### src/rtl/acc_alu_pkg.sv
package acc_alu_pkg;

  typedef enum logic [1:0] {
    OP_ADD  = 2'b00,
    OP_ADDC = 2'b01,
    OP_SUBB = 2'b10,
    OP_NONE = 2'b11
  } aluOp_e;

  // strobes from control to datapath
  typedef struct packed {
    logic load;
    logic useCarry;
    logic subtract;
  } aluCtrl_t;

  localparam int CY_POS = 7;
  localparam int AC_POS = 6;
  localparam int OV_POS = 2;

endpackage

### src/rtl/acc_alu_ctrl.sv
module acc_alu_ctrl
  import acc_alu_pkg::*;
#(
  parameter int COST_PERIODS = 12,
  parameter int COST_W       = 5
) (
  input  logic              clk,
  input  logic              rst,
  input  logic              startIn,
  input  logic [1:0]        opSel,
  output aluCtrl_t          ctrl,
  output logic              doneOut,
  output logic [COST_W-1:0] costOut
);

  localparam logic [COST_W-1:0] COST_VAL = COST_W'(COST_PERIODS);

  aluOp_e opCode;
  logic   opValid;

  assign opCode  = aluOp_e'(opSel);
  assign opValid = (opCode != OP_NONE);

  always_comb begin
    ctrl          = '0;
    ctrl.load     = startIn && opValid;
    ctrl.useCarry = (opCode == OP_ADDC) || (opCode == OP_SUBB);
    ctrl.subtract = (opCode == OP_SUBB);
  end

  always_ff @(posedge clk) begin
    if (rst) begin
      doneOut <= 1'b0;
      costOut <= '0;
    end else begin
      doneOut <= ctrl.load;
      costOut <= ctrl.load ? COST_VAL : '0;
    end
  end

  // an accepted start yields done on the next cycle
  p_done_after_start_r8: assert property (@(posedge clk) disable iff (rst)
    (startIn && opSel != 2'b11) |=> doneOut);

  // reserved code or idle gives no done
  p_no_done_idle_r9: assert property (@(posedge clk) disable iff (rst)
    (!startIn || opSel == 2'b11) |=> !doneOut);

  // cost reported only alongside done
  p_cost_with_done_r8: assert property (@(posedge clk) disable iff (rst)
    doneOut |-> (costOut == COST_VAL));

  p_cost_idle_r8: assert property (@(posedge clk) disable iff (rst)
    !doneOut |-> (costOut == '0));

endmodule

### src/rtl/acc_alu_dp.sv
module acc_alu_dp
  import acc_alu_pkg::*;
#(
  parameter int WIDTH = 8
) (
  input  logic             clk,
  input  logic             rst,
  input  aluCtrl_t         ctrl,
  input  logic [WIDTH-1:0] accIn,
  input  logic [WIDTH-1:0] operandIn,
  input  logic [WIDTH-1:0] pswIn,
  output logic [WIDTH-1:0] accOut,
  output logic [WIDTH-1:0] pswOut
);

  localparam int NIB = WIDTH / 2;
  localparam int LOW = WIDTH - 1;

  logic             carryIn;
  logic [NIB:0]     nibSum;
  logic [LOW:0]     lowSum;
  logic [WIDTH:0]   fullSum;
  logic [NIB:0]     nibNeed;
  logic [LOW:0]     lowNeed;
  logic [WIDTH:0]   fullNeed;
  logic [WIDTH-1:0] diff;
  logic             flagAux;
  logic             flagMid;
  logic             flagTop;
  logic [WIDTH-1:0] nextAcc;
  logic [WIDTH-1:0] nextPsw;
  logic [WIDTH-1:0] accReg;
  logic [WIDTH-1:0] pswReg;

  assign carryIn = ctrl.useCarry & pswIn[CY_POS];

  // addition chain, split at nibble and at bit LOW
  assign nibSum  = {1'b0, accIn[NIB-1:0]} + {1'b0, operandIn[NIB-1:0]}
                 + {{NIB{1'b0}}, carryIn};
  assign lowSum  = {1'b0, accIn[LOW-1:0]} + {1'b0, operandIn[LOW-1:0]}
                 + {{LOW{1'b0}}, carryIn};
  assign fullSum = {1'b0, accIn} + {1'b0, operandIn} + {{WIDTH{1'b0}}, carryIn};

  // subtraction: borrow folded into the subtrahend, then unsigned compares
  assign nibNeed  = {1'b0, operandIn[NIB-1:0]} + {{NIB{1'b0}}, carryIn};
  assign lowNeed  = {1'b0, operandIn[LOW-1:0]} + {{LOW{1'b0}}, carryIn};
  assign fullNeed = {1'b0, operandIn} + {{WIDTH{1'b0}}, carryIn};
  assign diff     = accIn - fullNeed[WIDTH-1:0];

  always_comb begin
    if (ctrl.subtract) begin
      flagAux = ({1'b0, accIn[NIB-1:0]} < nibNeed);
      flagMid = ({1'b0, accIn[LOW-1:0]} < lowNeed);
      flagTop = ({1'b0, accIn} < fullNeed);
      nextAcc = diff;
    end else begin
      flagAux = nibSum[NIB];
      flagMid = lowSum[LOW];
      flagTop = fullSum[WIDTH];
      nextAcc = fullSum[WIDTH-1:0];
    end
    nextPsw         = pswIn;
    nextPsw[CY_POS] = flagTop;
    nextPsw[AC_POS] = flagAux;
    nextPsw[OV_POS] = flagMid ^ flagTop;
  end

  always_ff @(posedge clk) begin
    if (rst) begin
      accReg <= '0;
      pswReg <= '0;
    end else if (ctrl.load) begin
      accReg <= nextAcc;
      pswReg <= nextPsw;
    end
  end

  assign accOut = accReg;
  assign pswOut = pswReg;

  localparam logic [WIDTH-1:0] KEEP_MASK =
    ~((WIDTH'(1) << CY_POS) | (WIDTH'(1) << AC_POS) | (WIDTH'(1) << OV_POS));

  // bits outside the three flags follow the input byte
  p_psw_passthru_r7: assert property (@(posedge clk) disable iff (rst)
    ctrl.load |=> ((pswReg & KEEP_MASK) == ($past(pswIn) & KEEP_MASK)));

  // for a plain add, overflow matches the signed-overflow rule
  p_add_ov_sign_r6: assert property (@(posedge clk) disable iff (rst)
    (ctrl.load && !ctrl.subtract && !ctrl.useCarry) |=>
      (pswReg[OV_POS] == (($past(accIn[LOW]) == $past(operandIn[LOW])) &&
                          (accReg[LOW] != $past(accIn[LOW])))));

  // state holds when nothing is accepted
  p_hold_idle_r9: assert property (@(posedge clk) disable iff (rst)
    !ctrl.load |=> ($stable(accReg) && $stable(pswReg)));

  // synchronous reset clears the result
  p_reset_clear_r10: assert property (@(posedge clk)
    rst |=> (accReg == '0 && pswReg == '0));

endmodule

### src/rtl/acc_alu.sv
module acc_alu
  import acc_alu_pkg::*;
#(
  parameter int WIDTH        = 8,
  parameter int COST_PERIODS = 12,
  parameter int COST_W       = 5
) (
  input  logic              clk,
  input  logic              rst,
  input  logic              startIn,
  input  logic [1:0]        opSel,
  input  logic [WIDTH-1:0]  operandIn,
  input  logic [WIDTH-1:0]  accIn,
  input  logic [WIDTH-1:0]  pswIn,
  output logic [WIDTH-1:0]  accOut,
  output logic [WIDTH-1:0]  pswOut,
  output logic              doneOut,
  output logic [COST_W-1:0] costOut
);

  aluCtrl_t ctrl;

  acc_alu_ctrl #(
    .COST_PERIODS(COST_PERIODS),
    .COST_W      (COST_W)
  ) ctrl_i (
    .clk    (clk),
    .rst    (rst),
    .startIn(startIn),
    .opSel  (opSel),
    .ctrl   (ctrl),
    .doneOut(doneOut),
    .costOut(costOut)
  );

  acc_alu_dp #(
    .WIDTH(WIDTH)
  ) dp_i (
    .clk      (clk),
    .rst      (rst),
    .ctrl     (ctrl),
    .accIn    (accIn),
    .operandIn(operandIn),
    .pswIn    (pswIn),
    .accOut   (accOut),
    .pswOut   (pswOut)
  );

endmodule

### config.mk
export PLATFORM = sky130hd
export DESIGN_NAME = acc_alu
export DESIGN_NICKNAME = d
export VERILOG_FILES = /design/src/rtl/acc_alu_pkg.sv /design/src/rtl/acc_alu_ctrl.sv /design/src/rtl/acc_alu_dp.sv /design/src/rtl/acc_alu.sv
export SDC_FILE = /design/constraint.sdc
export NUM_CORES = 1
export LEC_CHECK = 0
export CORE_ASPECT_RATIO = 0.6
export CORE_MARGIN = 2
export CORE_UTILIZATION = 42
export CTS_BUF_LIST = sky130_fd_sc_hd__clkbuf_2 sky130_fd_sc_hd__clkbuf_4 sky130_fd_sc_hd__clkbuf_8
export DETAILED_ROUTE_END_ITERATION = 16
export DONT_BUFFER_PORTS = 1
export PLACE_DENSITY = 0.63
export SLEW_MARGIN = 0
export SYNTH_ARGS = -nofsm -noshare
export SYNTH_HDL_FRONTEND = slang
export SYNTH_SLANG_ARGS = --single-unit
### constraint.sdc
create_clock -name clk -period 8.1 [get_ports clk]
set_input_delay 1.62 -clock clk [delete_from_list [all_inputs] [get_ports clk]]
set_output_delay 1.62 -clock clk [all_outputs]
set_load 0.03 [all_outputs]
==> summary.txt <==
Setup path
  • Crit path kind: in2reg
  • Required @ worst endpoint: 8.26 ns
  • Worst EP arrival: between 4 and 5 ns
  • Worst Setup SP: opSel[0]
  • Startpoint Class: primary input
  • Crit path max fanout: 4
  • RR Startpoint: dp_i.pswOut[2]$_SDFFE_PP0P_
  • CP endpoint kind: register
  • FF-to-FF setup slack: 7.16 ns
  • FF-to-FF path depth: 2

CTS
  • Clock latency on the worst-skew pair: 0.25 ns
  • Root Driver: clkbuf_8
  • CTS Buf Count: 3
  • Post-CTS Resized: 0
  • CTS tree: done
  • Count of clock tree sinks: 17
  • Worst-path clk slew: ~0.06 ns
  • # H-tree levels: 1
  • Hold_buf cts: 0
  • Postcts setup bufs: 0
  • Clock Path Buffers: 2

Finish
  • Finished Layout Cells: approximately 230
  • Net count reported at finish: approximately 240
  • Ratio of cells with drive above 1 in the final layout: 7.65%
  • Diode count: 0
  • Final instance area: 0.00159 sq mm
  • Fill cell count: 342
  • Final core utilization: 47.1%
  • Area grow syn2layout: 3.60%

STA
  • Fmax: 232 MHz
  • Slew @ Worst Pin: 0.846 ns
  • Tmin final: ~4.3 ns
  • Worst clock skew: 0 ns
  • Relative slew margins: between 40% and 50%
  • Max Transition Viols Final: 0
  • TNS Setup: 0 ns
  • Fin. Hold Viols: 0
  • RSZ-0062 raised after global routing: no
  • Crit share post-route: 53.2%
  • Final Setup Violations: 0

Routing
  • Routed WL per cell: 14.7 um
  • DRT iter0 DRCs: 42
  • Pre-antenna DRT Iters: 4
  • DRT antenna net count: 0
  • Vias per inst: 5.66
  • Final wirelength: 3360 um
  • Via count: around 1300
  • Post-route DRC: 0

Floorplan
  • Die ar.: around 0.0042 sq mm
  • Initial core utilization: 45.5%
  • Die height: between 50 and 60 um
  • Placement row count: 16
  • IO Pins: around 50
  • Core area: around 0.0034 sq mm
  • Die W: 81.9 um

Power and ir drop
  • PwrDens: between 150 and 200 mW/mm^2
  • Leakage: 0.000646 uW
  • Total power: about 260 uW
  • Worst VDD drop: between 0.07 and 0.08 mV

Global route
  • Vias in the first global route: around 1300
  • First-pass GRT wire length: 5530 um
  • GR Overflow Total: 0
  • Pin count of the biggest net entering global routing: 21
  • Initial antenna violation count: 0
  • GRT Total Usage: 17.0%

Synthesis
  • Cells after synthesis: 188
  • Netlist cell types: 42
  • Synthesized cell area: approximately 0.0015 sq mm
  • Warnings from Yosys: 0
  • Largest cells by area after synthesis: dfxtp_1 22%, ha_1 16%, nor2_1 5.4%, nand2_1 4.9%, xnor2_1 4.6%
  • Post-synth EDFFs: 0
  • Main synth FF type: dfxtp_1
  • Seq/Total Area, Yosys: 22.2%
  • Most instantiated cells after synthesis: 22 x nor2_1, 20 x nand2_1, 19 x ha_1
  • Share of synthesized registers carrying an async set or reset: 0%
  • Seq cells post-synth: 17
  • Top cell type's share of synthesized area: 22.2%
  • Leading area contributor after synthesis: dfxtp_1
  • Most common cell in the netlist: nor2_1
  • Synthesized area per cell: 8.14 sq um

Place
  • PortBufs: 0
  • Placed cells: around 220
  • Routability congestion estimate: around 0.81
  • HPWL after detailed placement: 2760 um
  • Cell Area, Placed: ~0.0015 sq mm

Status
  • Status: finished, final reports clean

Worst hold path
  • WHS Path Cells: 2
  • HP Start: dp_i.pswOut[0]$_SDFFE_PP0P_
  • Min-Delay Path Class: reg2reg

Run
  • # Max-Cap Violations: 0
## through the flow
step	hold slack [ns]	setup WS (ns)
final	0.600	3.79
after global routing	0.633	3.57
after CTS	0.603	3.78
after detailed placement	0.594	3.52
after global placement	0.591	3.69
after floorplan	0.580	3.92
## cells by family after synthesis
kind of cell | count (synthesis) | share of synthesized area, %
AO/OA/AOI/OAI | 55 | 26.6
XOR/XNOR | 13 | 7.44
adder cells (fa/ha/maj) | 22 | 19.5
buffers and inverters | 17 | 5.48
flip-flops | 17 | 22.2
multiplexers | 2 | 1.31
other | 1 | 0.245
AND/OR/NAND/NOR | 61 | 17.3
## area by class of cell
| type | instances | area [sq um] | area share (%) |
|---|---|---|---|
| Clock buffer | 4 | 48.8 | 3.08 |
| Inverter | 5 | 18.8 | 1.18 |
| Multi-Input combinational cell | 156 | 1110 | 70.2 |
| Sequential cell | 17 | 340 | 21.5 |
| Tap cell | 45 | 56.3 | 3.55 |
| Timing Repair Buffer | 1 | 7.51 | 0.474 |
## path summary, 6_finish.rpt
check	endpoint
max reg2reg	dp_i.pswOut[2]$_SDFFE_PP0P_
min reg2reg	dp_i.pswOut[0]$_SDFFE_PP0P_
max	dp_i.pswOut[2]$_SDFFE_PP0P_
min	dp_i.pswOut[0]$_SDFFE_PP0P_
## power breakdown
group	switching (uW)	internal, uW
clock	26.5	38.2
combinational	46.5	37.4
sequential	18.7	90.4
total	91.7	166
## cell usage in the layout, fill, tap and decap left out, types with 2 or more instances in the layout
master and count:
nor2_1 22, nand2_1 20, ha_1 19, dfxtp_1 17
a21oi_1 13, a211oi_1 9, xnor2_1 8, o21ai_0 8
nand3_1 6, inv_1 5, xor2_1 5, a21o_1 5
nor3_1 5, nor2b_1 3, o21a_1 3, fa_1 3
conb_1 3, clkbuf_8 3, a211oi_2 2, mux2i_1 2
o211ai_1 2
## worst max-delay path, cell delays in order
cell and delay, ns:
inv_1 0.02, ha_1 0.27, nor2b_1 0.19, ha_1 0.24, ha_1 0.20, nand3_1 0.21, nor2_1 0.20, xnor2_1 0.14
ha_1 0.30, a21oi_1 0.17, nand2_1 0.09, o211a_1 0.23, o211ai_2 0.18, nand3_1 0.12, a311oi_2 0.27
## layer usage
layer  global-route usage, %  vias up  wire length [um]
met5                       0        -                 0
met4                    1.94        0                 8
met3                    5.40        2               218
met2                    27.8       33              1600
met1                    22.5      601              1530
li1                        -      654                 -
## registers in the layout, summed over array words and instances (netlist names)
name            flops
dp_i.accOut         8
ctrl_i.costOut      1
dp_i.pswOut         8
Power figures use the tool's default switching activity.
